--- src/rtl/invfb_sigreg_pkg.sv ---
package invfb_sigreg_pkg;

  typedef enum logic [1:0] {
    MODE_SHIFT   = 2'b00,
    MODE_GATEDIN = 2'b01,
    MODE_AUTON   = 2'b10,
    MODE_COMPACT = 2'b11
  } sigMode_t;

  typedef struct packed {
    logic clear;
    logic load;
    logic feedOn;
    logic dataOn;
  } sigCtrl_t;

endpackage

--- src/rtl/invfb_sigreg_ctrl.sv ---
module invfb_sigreg_ctrl
  import invfb_sigreg_pkg::*;
(
  input  logic     rst,
  input  logic     loadEn,
  input  logic     fbGate,
  input  logic     dataGate,
  output sigCtrl_t ctrl
);

  sigMode_t mode;

  always_comb begin
    mode = sigMode_t'({fbGate, dataGate});
  end

  always_comb begin
    ctrl = '0;
    ctrl.clear = rst;
    ctrl.load  = ~rst & loadEn;
    unique case (mode)
      MODE_SHIFT: begin
        ctrl.feedOn = 1'b0;
        ctrl.dataOn = 1'b0;
      end
      MODE_GATEDIN: begin
        ctrl.feedOn = 1'b0;
        ctrl.dataOn = 1'b1;
      end
      MODE_AUTON: begin
        ctrl.feedOn = 1'b1;
        ctrl.dataOn = 1'b0;
      end
      MODE_COMPACT: begin
        ctrl.feedOn = 1'b1;
        ctrl.dataOn = 1'b1;
      end
      default: begin
        ctrl.feedOn = 1'b0;
        ctrl.dataOn = 1'b0;
      end
    endcase
  end

endmodule

--- src/rtl/invfb_sigreg_dp.sv ---
module invfb_sigreg_dp
  import invfb_sigreg_pkg::*;
#(
  parameter int              WIDTH = 8,
  parameter logic [WIDTH-1:0] POLY = 8'h1D
) (
  input  logic             clk,
  input  sigCtrl_t         ctrl,
  input  logic [WIDTH-1:0] seedIn,
  input  logic             serialIn,
  input  logic [WIDTH-1:0] respIn,
  output logic [WIDTH-1:0] stateQ,
  output logic             lastBit
);

  localparam int LAST = WIDTH - 1;

  logic             fbBit;
  logic [WIDTH-1:0] gatedResp;
  logic [WIDTH-1:0] chainIn;
  logic [WIDTH-1:0] stateNext;

  assign fbBit     = ctrl.feedOn & ~stateQ[LAST];
  assign gatedResp = respIn & {WIDTH{ctrl.dataOn}};

  assign chainIn[0] = ctrl.feedOn ? fbBit : serialIn;

  for (genvar k = 1; k < WIDTH; k++) begin : g_stage
    if (POLY[k]) begin : g_tap
      assign chainIn[k] = stateQ[k-1] ^ fbBit;
    end else begin : g_plain
      assign chainIn[k] = stateQ[k-1];
    end
  end

  always_comb begin
    if (ctrl.clear) begin
      stateNext = '0;
    end else if (ctrl.load) begin
      stateNext = seedIn;
    end else begin
      stateNext = chainIn ^ gatedResp;
    end
  end

  always_ff @(posedge clk) begin
    stateQ <= stateNext;
  end

  assign lastBit = stateQ[LAST];

endmodule

--- src/rtl/invfb_sigreg.sv ---
module invfb_sigreg
  import invfb_sigreg_pkg::*;
#(
  parameter int              WIDTH = 8,
  parameter logic [WIDTH-1:0] POLY = 8'h1D
) (
  input  logic             clk,
  input  logic             rst,
  input  logic             loadEn,
  input  logic [WIDTH-1:0] seedIn,
  input  logic             fbGate,
  input  logic             dataGate,
  input  logic             serialIn,
  input  logic [WIDTH-1:0] respIn,
  output logic [WIDTH-1:0] signature,
  output logic             serialOut
);

  sigCtrl_t ctrl;

  invfb_sigreg_ctrl u_ctrl (
    .rst      (rst),
    .loadEn   (loadEn),
    .fbGate   (fbGate),
    .dataGate (dataGate),
    .ctrl     (ctrl)
  );

  invfb_sigreg_dp #(
    .WIDTH (WIDTH),
    .POLY  (POLY)
  ) u_dp (
    .clk      (clk),
    .ctrl     (ctrl),
    .seedIn   (seedIn),
    .serialIn (serialIn),
    .respIn   (respIn),
    .stateQ   (signature),
    .lastBit  (serialOut)
  );

endmodule

--- config.mk ---
export PLATFORM = sky130hd
export DESIGN_NAME = invfb_sigreg
export DESIGN_NICKNAME = d
export VERILOG_FILES = /design/src/rtl/invfb_sigreg_pkg.sv /design/src/rtl/invfb_sigreg_ctrl.sv /design/src/rtl/invfb_sigreg_dp.sv /design/src/rtl/invfb_sigreg.sv
export SDC_FILE = /design/constraint.sdc
export NUM_CORES = 1
export LEC_CHECK = 0
export ABC_AREA = 1
export ABC_CLOCK_PERIOD_IN_PS = 1250
export BUFFER_PORTS_ARGS = -buffer_cell sky130_fd_sc_hd__buf_2
export CAP_MARGIN = 20
export CORE_AREA = 5 5 42 44
export CTS_BUF_LIST = sky130_fd_sc_hd__clkbuf_4 sky130_fd_sc_hd__clkbuf_8
export DETAILED_ROUTE_END_ITERATION = 12
export DIE_AREA = 0 0 47 49
export PLACE_DENSITY = 0.71
export REMOVE_ABC_BUFFERS = 1
export SLEW_MARGIN = 20
export SYNTH_ARGS = -nofsm -noshare
export SYNTH_HDL_FRONTEND = slang
export SYNTH_SLANG_ARGS = --single-unit
--- constraint.sdc ---
create_clock -name clk -period 1.25 [get_ports clk]
set_input_delay 0.3125 -clock clk [delete_from_list [all_inputs] [get_ports clk]]
set_output_delay 0.3125 -clock clk [all_outputs]
set_load 0.02 [all_outputs]
Word-level counts from Yosys, hierarchy flattened
Cells that the tools add are included.
W data, S select, Z words.
{"block": "totals", "register_bits": 8, "in_bits": 22, "output_inout_bits": 9}
{"block": "op_classes", "reduce_logical": 1, "mux": 3, "bitwise": 9, "n_eq_ne": 3}
{"cell": "$and A8 B8 Y8", "n": 1}
{"cell": "$mux W8", "n": 1}
{"cell": "$pmux W2 S4", "n": 1}
{"cell": "$xor A8 B8 Y8", "n": 1}
{"cell": "$eq A2 B2 Y1 const B", "n": 2}
{"cell": "$xor A1 B1 Y1", "n": 3}
{"cell": "$and A1 B1 Y1", "n": 2}
{"cell": "$eq A2 B1 Y1 const B", "n": 1}
{"cell": "$logic_not A2 Y1", "n": 1}
{"cell": "$not A1 Y1", "n": 2}
{"cell": "$mux W1", "n": 1}

Longest topological paths before layout
Gate-level depths: netlist of run 1.
{"block": "depth", "ltp_word": 6, "depth_mapped": 8, "depth_no_buf": 7}

By module
A second synthesis of run 1 with hierarchy kept.
{"block": "unflattened", "hier_cells": 77, "hier_area_um2": 508.0}
{"mod": "invfb_sigreg_dp", "cells_each": 72, "seq_area_each_um2": 160.2, "instances": 1, "area_each_um2": 483.0}
{"mod": "invfb_sigreg_ctrl", "cells_each": 5, "seq_area_each_um2": 0.0, "instances": 1, "area_each_um2": 25.0}

Least setup slack after synthesis of run 1
No wires, ideal clock.
{"block": "synth_path", "kind": "reg-to-reg", "startpoint": "register u_dp.stateQ[7]", "endpoint": "register u_dp.stateQ[0]", "setup_ps": 109, "stages_incl_launch_ff": 8, "arrival_ps": 876, "path_slack_ps": 266, "synth_period_minus_slack_ps": 984, "t_required_ps": 1141, "n_path_buf": 0, "cell_sequence": "dfxtp_1 inv_1 nand2_1 nand2_1 nand2_1 nand3_1 nand2_1 inv_1"}
{"block": "synth_via", "elab_chain_len": 5}
{"item": "start, declared", "line": "invfb_sigreg_dp.sv:12", "text": "output logic [WIDTH-1:0] stateQ,"}
{"item": "start signal, assigned", "line": "invfb_sigreg_dp.sv:47", "text": "stateQ <= stateNext;"}
{"item": "$not A1 Y1", "line": "invfb_sigreg_dp.sv:23", "text": "assign fbBit = ctrl.feedOn & ~stateQ[LAST];"}
{"item": "$and A1 B1 Y1", "line": "invfb_sigreg_dp.sv:23"}
{"item": "$mux W1", "line": "invfb_sigreg_dp.sv:26", "text": "assign chainIn[0] = ctrl.feedOn ? fbBit : serialIn;"}
{"item": "$xor A8 B8 Y8", "line": "invfb_sigreg_dp.sv:42", "text": "stateNext = chainIn ^ gatedResp;"}
{"item": "$mux W8", "line": "invfb_sigreg_dp.sv:39", "text": "end else if (ctrl.load) begin"}
No other way between the ends.
A chain may end at the register's enable or synchronous reset.

Final worst setup path of run 1
{"block": "layout_path", "startpoint": "register u_dp.stateQ[3]", "endpoint": "output port signature[3]"}
{"item": "end, declared", "line": "invfb_sigreg.sv:15", "text": "output logic [WIDTH-1:0] signature,"}
No word-level cell between the ends.

==> results.json, run 1 <==
{
  "outcome": "finished, final reports clean",
  "p_leak_nw": 0.3874,
  "clk_root_buffer_cell": "sky130_fd_sc_hd__clkbuf_4",
  "holdCritPathClass": "in -> reg",
  "power_switching_share_pct": 32.02,
  "finalWeightedCongestion": 0.7835,
  "numCtsBuffers": 3,
  "io_buffers": 30,
  "io_pins": 31,
  "clock_latency_ps": 260,
  "setup_repair_after_global_routing_missed_its_margin": "no",
  "mostFrequentLayoutCells": "sky130_fd_sc_hd__buf_2 (30), sky130_fd_sc_hd__nand2_1 (24), sky130_fd_sc_hd__inv_1 (10)",
  "placement.setup.worst_slack_ps": 153.1,
  "setup_slack_ps": 148.8,
  "largest_register_ff_count": 8,
  "internal-power_mw": 0.4681,
  "seqPwrFrac_pct": 42.5,
  "tritoncts": "done",
  "wirelength_mm": 1.217,
  "dp_cells": 122,
  "post-cts-setup-buffers": 0,
  "fillers": 160,
  "pwr_density_cell_nw_per_um2": 1042,
  "ir_worst_vdd_mv": 0.5751,
  "diodes": 0,
  "switchingPower_mw": 0.2205,
  "placeableCoreArea_um2": 1401,
  "largest-register": "u_dp.stateQ",
  "post-synth-top-area-fraction_pct": 32.41,
  "drt_pre_antenna_iters": 4,
  "chipHeight_um": 49,
  "finalHoldViolCount": 0,
  "worst_setup_hold_path_clk_slew_ps": 50,
  "finalInstanceArea_um2": 660.6,
  "relSlewSlack_pct": 79.64,
  "max_freq_ghz": 0.9081,
  "clock_power_share_pct": 29.0,
  "floorplan.die_area_um2": 2303,
  "worstPathBufferInverterCount": 1,
  "floorplan.initialDensity_pct": 35.27,
  "synth_cell_type_count": 13,
  "clk_path_buf_depth": 2,
  "synthesis.instances": 79,
  "synthToLayoutAreaGrowth_pct": 33.67,
  "maxSlewViolCount": 0,
  "final_layout_size_suffix_gt1_share_pct": 33.03,
  "final_cell_count_no_fill": 125,
  "grt_first_pass_wirelength_mm": 1.945,
  "detail_route.iter0.violations": 14,
  "synth.yosys.warnings": 0,
  "layout_top_registers": "u_dp.stateQ: 8 flops",
  "grt_antenna_before_repair": 0,
  "fin_nets": 133,
  "finalClockSkew_ps": 2.934,
  "post-dp-hpwl_um": 996.3,
  "rows": 14,
  "detailroute.via_count": 592,
  "critical_path.endpoint_type": "output port",
  "synth_area_leaders": "sky130_fd_sc_hd__dfxtp_1 (32%), sky130_fd_sc_hd__nand2_1 (18%), sky130_fd_sc_hd__nand3_1 (9.1%)",
  "drtAntennaViolNets": 0,
  "clock_sink_count": 8,
  "worstSetupPathType": "reg -> out",
  "final-setup-viol-count": 0,
  "grt_pass1_vias": 486,
  "drv_cap": 0,
  "placed_area_um2": 638.1,
  "crit_path_top_delay_cell": "sky130_fd_sc_hd__dfxtp_1",
  "timing.critical_path.arrival_ps": 790,
  "gr-usage-all-layers_pct": 11.12,
  "critical_path.max_stage_delay_ps": 360,
  "avgRoutedWirePerCell_um": 9.736,
  "timing_worst_slew_pin_value_ps": 305.0,
  "h-tree-depth": 1,
  "cp_max_fo": 3,
  "fp.dieW_um": 47,
  "timing.final.crit_share_pct": 88.10,
  "finalCriticalPeriod_ps": 1101,
  "power.share.combinational_pct": 28.5,
  "post_drt_via_cell_ratio": 4.736,
  "grt_max_degree": 13,
  "synth_largest_area_cell": "sky130_fd_sc_hd__dfxtp_1",
  "critical_path.startpoint_type": "register",
  "detail_route.drc_violations": 0,
  "synth-seq-cells": 8,
  "synthesis.area_per_instance_um2": 6.256,
  "yosysSeqAreaShare_pct": 32.41,
  "grt.overflow.total": 0,
  "post_synth_instance_area_um2": 494.2,
  "fin_tns_setup_ps": 0,
  "post_cts.resized_instances": 0,
  "mostFrequentLayoutCell": "sky130_fd_sc_hd__buf_2",
  "cp_top_family": "flip-flops",
  "cp_cell_sequence": "buf_2",
  "postCtsHoldBufs": 0,
  "required_ps": 940
}
[through the flow]
stage	hold slack, ps	util (%)	power, mW
2_1_floorplan	460.6	-	0.4165
3_3_place_gp	523.7	45.54	0.4921
3_5_place_dp	528.0	45.54	0.4950
4_1_cts	336.7	47.14	0.6979
5_1_grt	355.6	47.14	0.7336
6_report	340.4	47.14	0.6886
[cell type report]
type | instances | area [um2] | share of cell area, %
Sequential cell | 8 | 160.2 | 24.24
Inverter | 10 | 37.54 | 5.682
Clock buffer | 3 | 22.52 | 3.409
Multi-Input combinational cell | 58 | 270.3 | 40.91
Timing Repair Buffer | 30 | 150.1 | 22.73
Tap cell | 16 | 20.02 | 3.030
[per-layer routing]
metal / vias up / routed length [um] / GRT usage [%]
li1: 307 / - / -
met1: 252 / 465 / 13.60
met2: 28 / 602 / 16.97
met3: 5 / 120 / 3.321
met4: 0 / 29 / 5.530
met5: - / 0 / 0
[final timing paths]
check             slack, ps           start              to  cells past startpoint
hold / removal          340       seedIn[1]  u_dp.stateQ[1]                      3
setup reg to reg        300  u_dp.stateQ[7]  u_dp.stateQ[0]                      7
hold reg to reg         540  u_dp.stateQ[4]  u_dp.stateQ[5]                      2
setup / recovery        150  u_dp.stateQ[3]    signature[3]                      1
[cells in the mapped netlist (all sizes together)]
master / n
nand2: 26
inv: 10
nand3: 9
dfxtp: 8
nor2: 8
o21ai: 6
a21oi: 5
buf: 3
xor2: 3
nand3b: 1
[logic make-up after synthesis]
kind of cell	Yosys count	share of synthesized area [%]
and+or+nand+nor	44	37.47
buffers and inverters	13	12.91
AOI/OAI and AO/OA	11	11.90
DFF	8	32.40
xor gates and xnor gates	3	5.317
[power groups by stage]
stage | clock network (mW) | logic (mW) | registers, mW
2_1_floorplan | 0 | 0.0871 | 0.329
3_3_place_gp | 0 | 0.194 | 0.298
3_5_place_dp | 0 | 0.197 | 0.298
4_1_cts | 0.207 | 0.198 | 0.293
5_1_grt | 0.217 | 0.221 | 0.295
6_report | 0.200 | 0.196 | 0.293
Power figures use the tool's default switching activity.
==> run 2: changes to the inputs <==
--- a/config.mk
+++ b/config.mk
@@ -5,7 +5,6 @@
 export SDC_FILE = /design/constraint.sdc
 export NUM_CORES = 1
 export LEC_CHECK = 0
-export ABC_AREA = 1
 export ABC_CLOCK_PERIOD_IN_PS = 1250
 export BUFFER_PORTS_ARGS = -buffer_cell sky130_fd_sc_hd__buf_2
 export CAP_MARGIN = 20
@@ -18,4 +17,5 @@
 export SLEW_MARGIN = 20
 export SYNTH_ARGS = -nofsm -noshare
 export SYNTH_HDL_FRONTEND = slang
+export SYNTH_HIERARCHICAL = 1
 export SYNTH_SLANG_ARGS = --single-unit
==> run 2 against run 1 <==
Against the previous run:
- total power rose by 6.8%
- flip-flop and latch count unchanged
- wire length fell by 6.4%
- design area decreased by 1.5%
- largest cell class unchanged
- largest power group unchanged
- highest routed layer unchanged
==> results.json, run 2 <==
{
  "outcome": "finished, final reports clean",
  "avgRoutedWirePerCell_um": 11.28,
  "synth-seq-cells": 8,
  "setup_slack_ps": 66.03,
  "chipHeight_um": 49,
  "clk_root_buffer_cell": "sky130_fd_sc_hd__clkbuf_4",
  "synth_area_leaders": "sky130_fd_sc_hd__dfxtp_1 (32%), sky130_fd_sc_hd__mux2i_1 (12%), sky130_fd_sc_hd__xnor2_1 (11%)",
  "drv_cap": 0,
  "wirelength_mm": 1.139,
  "placement.setup.worst_slack_ps": 12.43,
  "maxSlewViolCount": 0,
  "fp.dieW_um": 47,
  "critical_path.max_stage_delay_ps": 420,
  "final_layout_size_suffix_gt1_share_pct": 44.71,
  "max_freq_ghz": 0.8446,
  "worstPathBufferInverterCount": 1,
  "synth.yosys.warnings": 6,
  "dp_cells": 98,
  "grt.overflow.total": 0,
  "synthesis.instances": 58,
  "detailroute.via_count": 462,
  "fin_nets": 109,
  "tritoncts": "done",
  "crit_path_top_delay_cell": "sky130_fd_sc_hd__dfxtp_1",
  "fin_tns_setup_ps": 0,
  "io_buffers": 30,
  "rows": 14,
  "mostFrequentLayoutCell": "sky130_fd_sc_hd__buf_2",
  "synth.cells.most_frequent": "sky130_fd_sc_hd__nand2_1 (12), sky130_fd_sc_hd__dfxtp_1 (8), sky130_fd_sc_hd__mux2i_1 (6), sky130_fd_sc_hd__xnor2_1 (6), sky130_fd_sc_hd__nor2_1 (5)",
  "synth_largest_area_cell": "sky130_fd_sc_hd__dfxtp_1",
  "regToRegEndpoint": "u_dp/stateQ[4]",
  "numCtsBuffers": 3,
  "critical_path.endpoint_type": "output port",
  "clock_sink_count": 8,
  "grt_max_degree": 13,
  "synth_edf_count": 0,
  "timing.critical_path.arrival_ps": 870,
  "internal_reg_to_reg_setup_slack_ps": 260,
  "synth_cell_type_count": 20,
  "synth-async-reset-ratio_pct": 0,
  "cp_top_family": "flip-flops",
  "detail_route.drc_violations": 0,
  "whs_ps": 307.0,
  "clock_latency_ps": 250,
  "placeableCoreArea_um2": 1401,
  "post-cts-setup-buffers": 0,
  "detail_route.iter0.violations": 9,
  "synthesis.area_per_instance_um2": 8.521,
  "pwr_density_cell_nw_per_um2": 1130,
  "sequential_area_um2": 160.2,
  "gr-usage-all-layers_pct": 10.66,
  "hold_end": "u_dp/stateQ[5]",
  "io_pins": 31,
  "drtAntennaViolNets": 0,
  "post-synth-top-area-fraction_pct": 32.41,
  "fillers": 155,
  "final-setup-viol-count": 0,
  "finalWeightedCongestion": 0.7233,
  "clk_path_buf_depth": 2,
  "hold_path_startpoint": "seedIn[5]",
  "postCtsHoldBufs": 0,
  "yosysMostFrequentCell": "sky130_fd_sc_hd__nand2_1",
  "timing.final.crit_share_pct": 94.72,
  "drt_pre_antenna_iters": 4,
  "layout_top_registers": "u_dp/stateQ: 8 flops",
  "whs_path_depth": 3,
  "critical_path.startpoint_type": "register",
  "yosysSeqAreaShare_pct": 32.41,
  "mostFrequentLayoutCells": "sky130_fd_sc_hd__buf_2 (30), sky130_fd_sc_hd__nand2_1 (12), sky130_fd_sc_hd__dfxtp_1 (8)",
  "fin_total_pwr_mw": 0.7355,
  "finalCriticalPeriod_ps": 1184,
  "largest-register": "u_dp/stateQ",
  "relSlewSlack_pct": 74.80,
  "finalHoldViolCount": 0,
  "p_leak_nw": 0.3296,
  "worstSetupPathType": "reg -> out",
  "setup_repair_after_global_routing_missed_its_margin": "no",
  "floorplan.die_area_um2": 2303,
  "largest_register_ff_count": 8,
  "post_drt_via_cell_ratio": 4.574,
  "cp_max_fo": 4,
  "floorplan.initialDensity_pct": 35.27,
  "reg2reg_from": "u_dp/stateQ[7]",
  "grt_pass1_vias": 449,
  "post_cts.resized_instances": 0,
  "dominantRegCellSynth": "sky130_fd_sc_hd__dfxtp_1",
  "h-tree-depth": 1,
  "diodes": 0,
  "timing_worst_slew_pin_value_ps": 374.5,
  "post-dp-hpwl_um": 879.6,
  "grt_first_pass_wirelength_mm": 1.745,
  "r2r.worst_path.cells": 4,
  "final_cell_count_no_fill": 101,
  "combined_area_of_the_multi_input_logic_cells_um2": 286.5,
  "ir_worst_vdd_mv": 0.5783,
  "post_synth_instance_area_um2": 494.2,
  "cp_cell_sequence": "buf_2",
  "holdCritPathClass": "in -> reg",
  "worst_setup_hold_path_clk_slew_ps": 50,
  "required_ps": 940,
  "synthToLayoutAreaGrowth_pct": 31.65,
  "grt_antenna_before_repair": 0,
  "finalClockSkew_ps": 0.5375
}
## run 2: cell count changes in the layout (fill, tap and decap cells not counted), sizes merged, moves of 6 or more
cell	change
inv	-9
mux2i	+6
nand3	-9
xnor2	+6
nand2	-14
## run 2: layout make-up
class | instances | share of cell area (%)
Clock buffer | 3 | 3.462
Sequential cell | 8 | 24.62
Tap cell | 16 | 3.077
Multi-Input combinational cell | 42 | 44.04
Timing Repair Buffer | 31 | 24.23
Inverter | 1 | 0.5769
## run 2: cells by family after synthesis
kind of cell,after synthesis,share of synthesized area (%)
buffers and inverters,8,9.619
muxes,6,12.15
AOI/OAI and AO/OA,5,8.102
xor gates and xnor gates,8,14.18
and+or+nand+nor,23,23.55
DFF,8,32.40
## run 2: worst reg2reg max path, delay by kind of cell (launching register included)
kind             cells  cell delay [ps]
AO/OA/AOI/OAI        1              120
XOR/XNOR             1              140
flip-flops           1              420
AND/OR/NAND/NOR      2              170
## run 2: worst max path at each step
stage	startpoint	endpoint	slack, ps	cells past startpoint
finish	u_dp/stateQ[7]	serialOut	70	1
global route	u_dp/stateQ[7]	serialOut	10	1
CTS	u_dp/stateQ[7]	signature[7]	60	1
detailed placement	loadEn	u_dp/stateQ[2]	10	5
global placement	loadEn	u_dp/stateQ[3]	60	5
floorplan	u_dp/stateQ[7]	u_dp/stateQ[4]	100	4
## run 2: per-stage QoR
step                util (%)  area [um2]
floorplan                  -       450.4
global placement       44.82       628.1
detailed placement     44.82       628.1
CTS                    46.43       650.6
global route           46.43       650.6
finish                 46.43       650.6
## run 2: routing by layer
metal | track usage, % | part of all wire, %
met5 | 0 | 0
met4 | 6.912 | 1.3
met3 | 3.690 | 9.8
met2 | 14.48 | 43
met1 | 13.75 | 45
## run 2: power by group
group          total, mW  switching, mW  leakage [nW]  internal (mW)
sequential         0.307         0.0216        0.0664          0.286
combinational      0.234          0.125         0.249          0.109
clock              0.194         0.0847        0.0138          0.110
==> run 3: changes to the inputs <==
--- a/config.mk
+++ b/config.mk
@@ -5,14 +5,15 @@
 export SDC_FILE = /design/constraint.sdc
 export NUM_CORES = 1
 export LEC_CHECK = 0
-export ABC_CLOCK_PERIOD_IN_PS = 1250
 export BUFFER_PORTS_ARGS = -buffer_cell sky130_fd_sc_hd__buf_2
 export CAP_MARGIN = 20
-export CORE_AREA = 5 5 42 44
+export CELL_PAD_IN_SITES_DETAIL_PLACEMENT = 0
+export CELL_PAD_IN_SITES_GLOBAL_PLACEMENT = 2
+export CORE_MARGIN = 5
+export CORE_UTILIZATION = 24
 export CTS_BUF_LIST = sky130_fd_sc_hd__clkbuf_4 sky130_fd_sc_hd__clkbuf_8
 export DETAILED_ROUTE_END_ITERATION = 12
-export DIE_AREA = 0 0 47 49
-export PLACE_DENSITY = 0.71
+export PLACE_DENSITY_LB_ADDON = 0.1
 export REMOVE_ABC_BUFFERS = 1
 export SLEW_MARGIN = 20
 export SYNTH_ARGS = -nofsm -noshare
==> run 3 against run 2 <==
Against the previous run:
- clock power is 5% higher
- utilization is 12 points lower
- clock skew is 5.6 ps higher
- worst hold slack worse by 16 ps
- design area is 4.4% higher
- non-clock buffer count is 2 higher
- largest power group unchanged
- total power is 2.0% higher
- register-to-register slack hardly changed
- die area is 33% higher
- critical endpoint unchanged
- largest cell class unchanged
==> results.json, run 3 (same netlist as run 2, synthesis figures left out) <==
{
  "outcome": "finished, final reports clean",
  "placement.setup.worst_slack_ps": 15.46,
  "placed_area_um2": 656.9,
  "post_drt_via_cell_ratio": 4.158,
  "fin_nets": 111,
  "detailroute.via_count": 474,
  "timing.critical_path.arrival_ps": 870,
  "io_buffers": 30,
  "avgRoutedWirePerCell_um": 11.02,
  "clock_power_share_pct": 27.0,
  "grt_antenna_before_repair": 0,
  "final-setup-viol-count": 0,
  "diodes": 0,
  "setup_slack_ps": 70.67,
  "clk_root_buffer_cell": "sky130_fd_sc_hd__clkbuf_4",
  "postCtsHoldBufs": 0,
  "gr-usage-all-layers_pct": 8.121,
  "crit_path_top_delay_cell": "sky130_fd_sc_hd__dfxtp_1",
  "h-tree-depth": 1,
  "drtAntennaViolNets": 0,
  "worstPathBufferInverterCount": 1,
  "wirelength_mm": 1.256,
  "layout_top_registers": "u_dp/stateQ: 8 flops",
  "setup_repair_after_global_routing_missed_its_margin": "no",
  "largest_register_ff_count": 8,
  "drv_cap": 0,
  "placeableCoreArea_um2": 1962,
  "io_pins": 31,
  "mostFrequentLayoutCell": "sky130_fd_sc_hd__buf_2",
  "grt_pass1_vias": 485,
  "maxSlewViolCount": 0,
  "floorplan.initialDensity_pct": 25.19,
  "critical_path.max_stage_delay_ps": 420,
  "chipHeight_um": 55.38,
  "grt_max_degree": 13,
  "holdCritPathClass": "in -> reg",
  "timing_worst_slew_pin_value_ps": 328.2,
  "final_layout_size_suffix_gt1_share_pct": 45.98,
  "finalWeightedCongestion": 0.6549,
  "largest-register": "u_dp/stateQ",
  "post-dp-hpwl_mm": 1.020,
  "synthToLayoutAreaGrowth_pct": 37.47,
  "clk_path_buf_depth": 2,
  "critical_path.endpoint_type": "output port",
  "mostFrequentLayoutCells": "sky130_fd_sc_hd__buf_2 (30), sky130_fd_sc_hd__nand2_1 (12), sky130_fd_sc_hd__dfxtp_1 (8)",
  "drt_pre_antenna_iters": 4,
  "detail_route.iter0.violations": 8,
  "required_ps": 940,
  "post_cts.resized_instances": 0,
  "seqPwrFrac_pct": 40.9,
  "ir_worst_vdd_mv": 0.4219,
  "finalClockSkew_ps": 6.124,
  "rows": 16,
  "clock_latency_ps": 250,
  "fp.dieW_um": 55.38,
  "switchingPower_mw": 0.2415,
  "finalCriticalPeriod_ps": 1179,
  "whs_ps": 291.5,
  "worst_setup_hold_path_clk_slew_ps": 60,
  "detail_route.drc_violations": 0,
  "critical_path.startpoint_type": "register",
  "internal-power_mw": 0.5090,
  "power.share.combinational_pct": 32.1,
  "grt_first_pass_wirelength_mm": 1.980,
  "power_switching_share_pct": 32.18,
  "max_freq_ghz": 0.8479,
  "grt.overflow.total": 0,
  "p_leak_nw": 0.3395,
  "finalHoldViolCount": 0,
  "clock_sink_count": 8,
  "worstSetupPathType": "reg -> out",
  "timing.final.crit_share_pct": 94.35,
  "fin_tns_setup_ps": 0,
  "finalInstanceArea_um2": 679.4,
  "cp_top_family": "flip-flops",
  "cp_max_fo": 4,
  "pwr_density_cell_nw_per_um2": 1105,
  "relSlewSlack_pct": 77.92,
  "numCtsBuffers": 3,
  "cp_cell_sequence": "buf_2",
  "post-cts-setup-buffers": 0,
  "floorplan.die_area_um2": 3067,
  "fillers": 240,
  "tritoncts": "done"
}
-- run 3: cell count changes in the layout (fill, tap and decap cells not counted), sizes merged --
cell,delta
buf,+2
-- run 3: layout make-up --
type | count | area, um2 | share of cell area (%)
Clock buffer | 3 | 22.52 | 3.315
Inverter | 1 | 3.754 | 0.5525
Timing Repair Buffer | 33 | 172.7 | 25.41
Tap cell | 27 | 33.78 | 4.972
Multi-Input combinational cell | 42 | 286.5 | 42.17
Sequential cell | 8 | 160.2 | 23.57
-- run 3: metal layers --
metal	routed length [um]	global-route usage, %	up-vias
met5	0	0	-
met4	0	3.125	0
met3	94	3.497	0
met2	591	13.18	20
met1	569	9.358	207
li1	-	-	247
-- run 3: worst reg2reg max path, cell delays in order, from the launching register on --
cell,delay (ps)
sky130_fd_sc_hd__dfxtp_1,420
sky130_fd_sc_hd__nor2b_4,80
sky130_fd_sc_hd__xnor2_1,210
sky130_fd_sc_hd__o221ai_1,160
-- run 3: through the flow --
| stage | util, % | total power [mW] | cells |
|---|---|---|---|
| 2_1_floorplan | - | 0.4561 | 51 |
| 3_3_place_gp | 33.48 | 0.5570 | 111 |
| 3_5_place_dp | 33.48 | 0.5556 | 111 |
| 4_1_cts | 34.63 | 0.7665 | 114 |
| 5_1_grt | 34.63 | 0.7968 | 114 |
| 6_report | 34.63 | 0.7506 | 114 |
-- run 3: worst paths after layout --
kind                       start              to  slack [ps]  cells after the start
setup / recovery  u_dp/stateQ[7]       serialOut          70                      1
hold / removal         seedIn[5]  u_dp/stateQ[5]         290                      3
setup reg to reg  u_dp/stateQ[7]  u_dp/stateQ[4]         270                      3
hold reg to reg   u_dp/stateQ[6]  u_dp/stateQ[7]         620                      3
-- run 3: power groups by stage --
stage	registers [mW]	logic, mW	clock network (mW)
2_1_floorplan	0.353	0.103	0
3_3_place_gp	0.312	0.245	0
3_5_place_dp	0.312	0.243	0
4_1_cts	0.307	0.245	0.214
5_1_grt	0.310	0.262	0.225
6_report	0.307	0.241	0.203
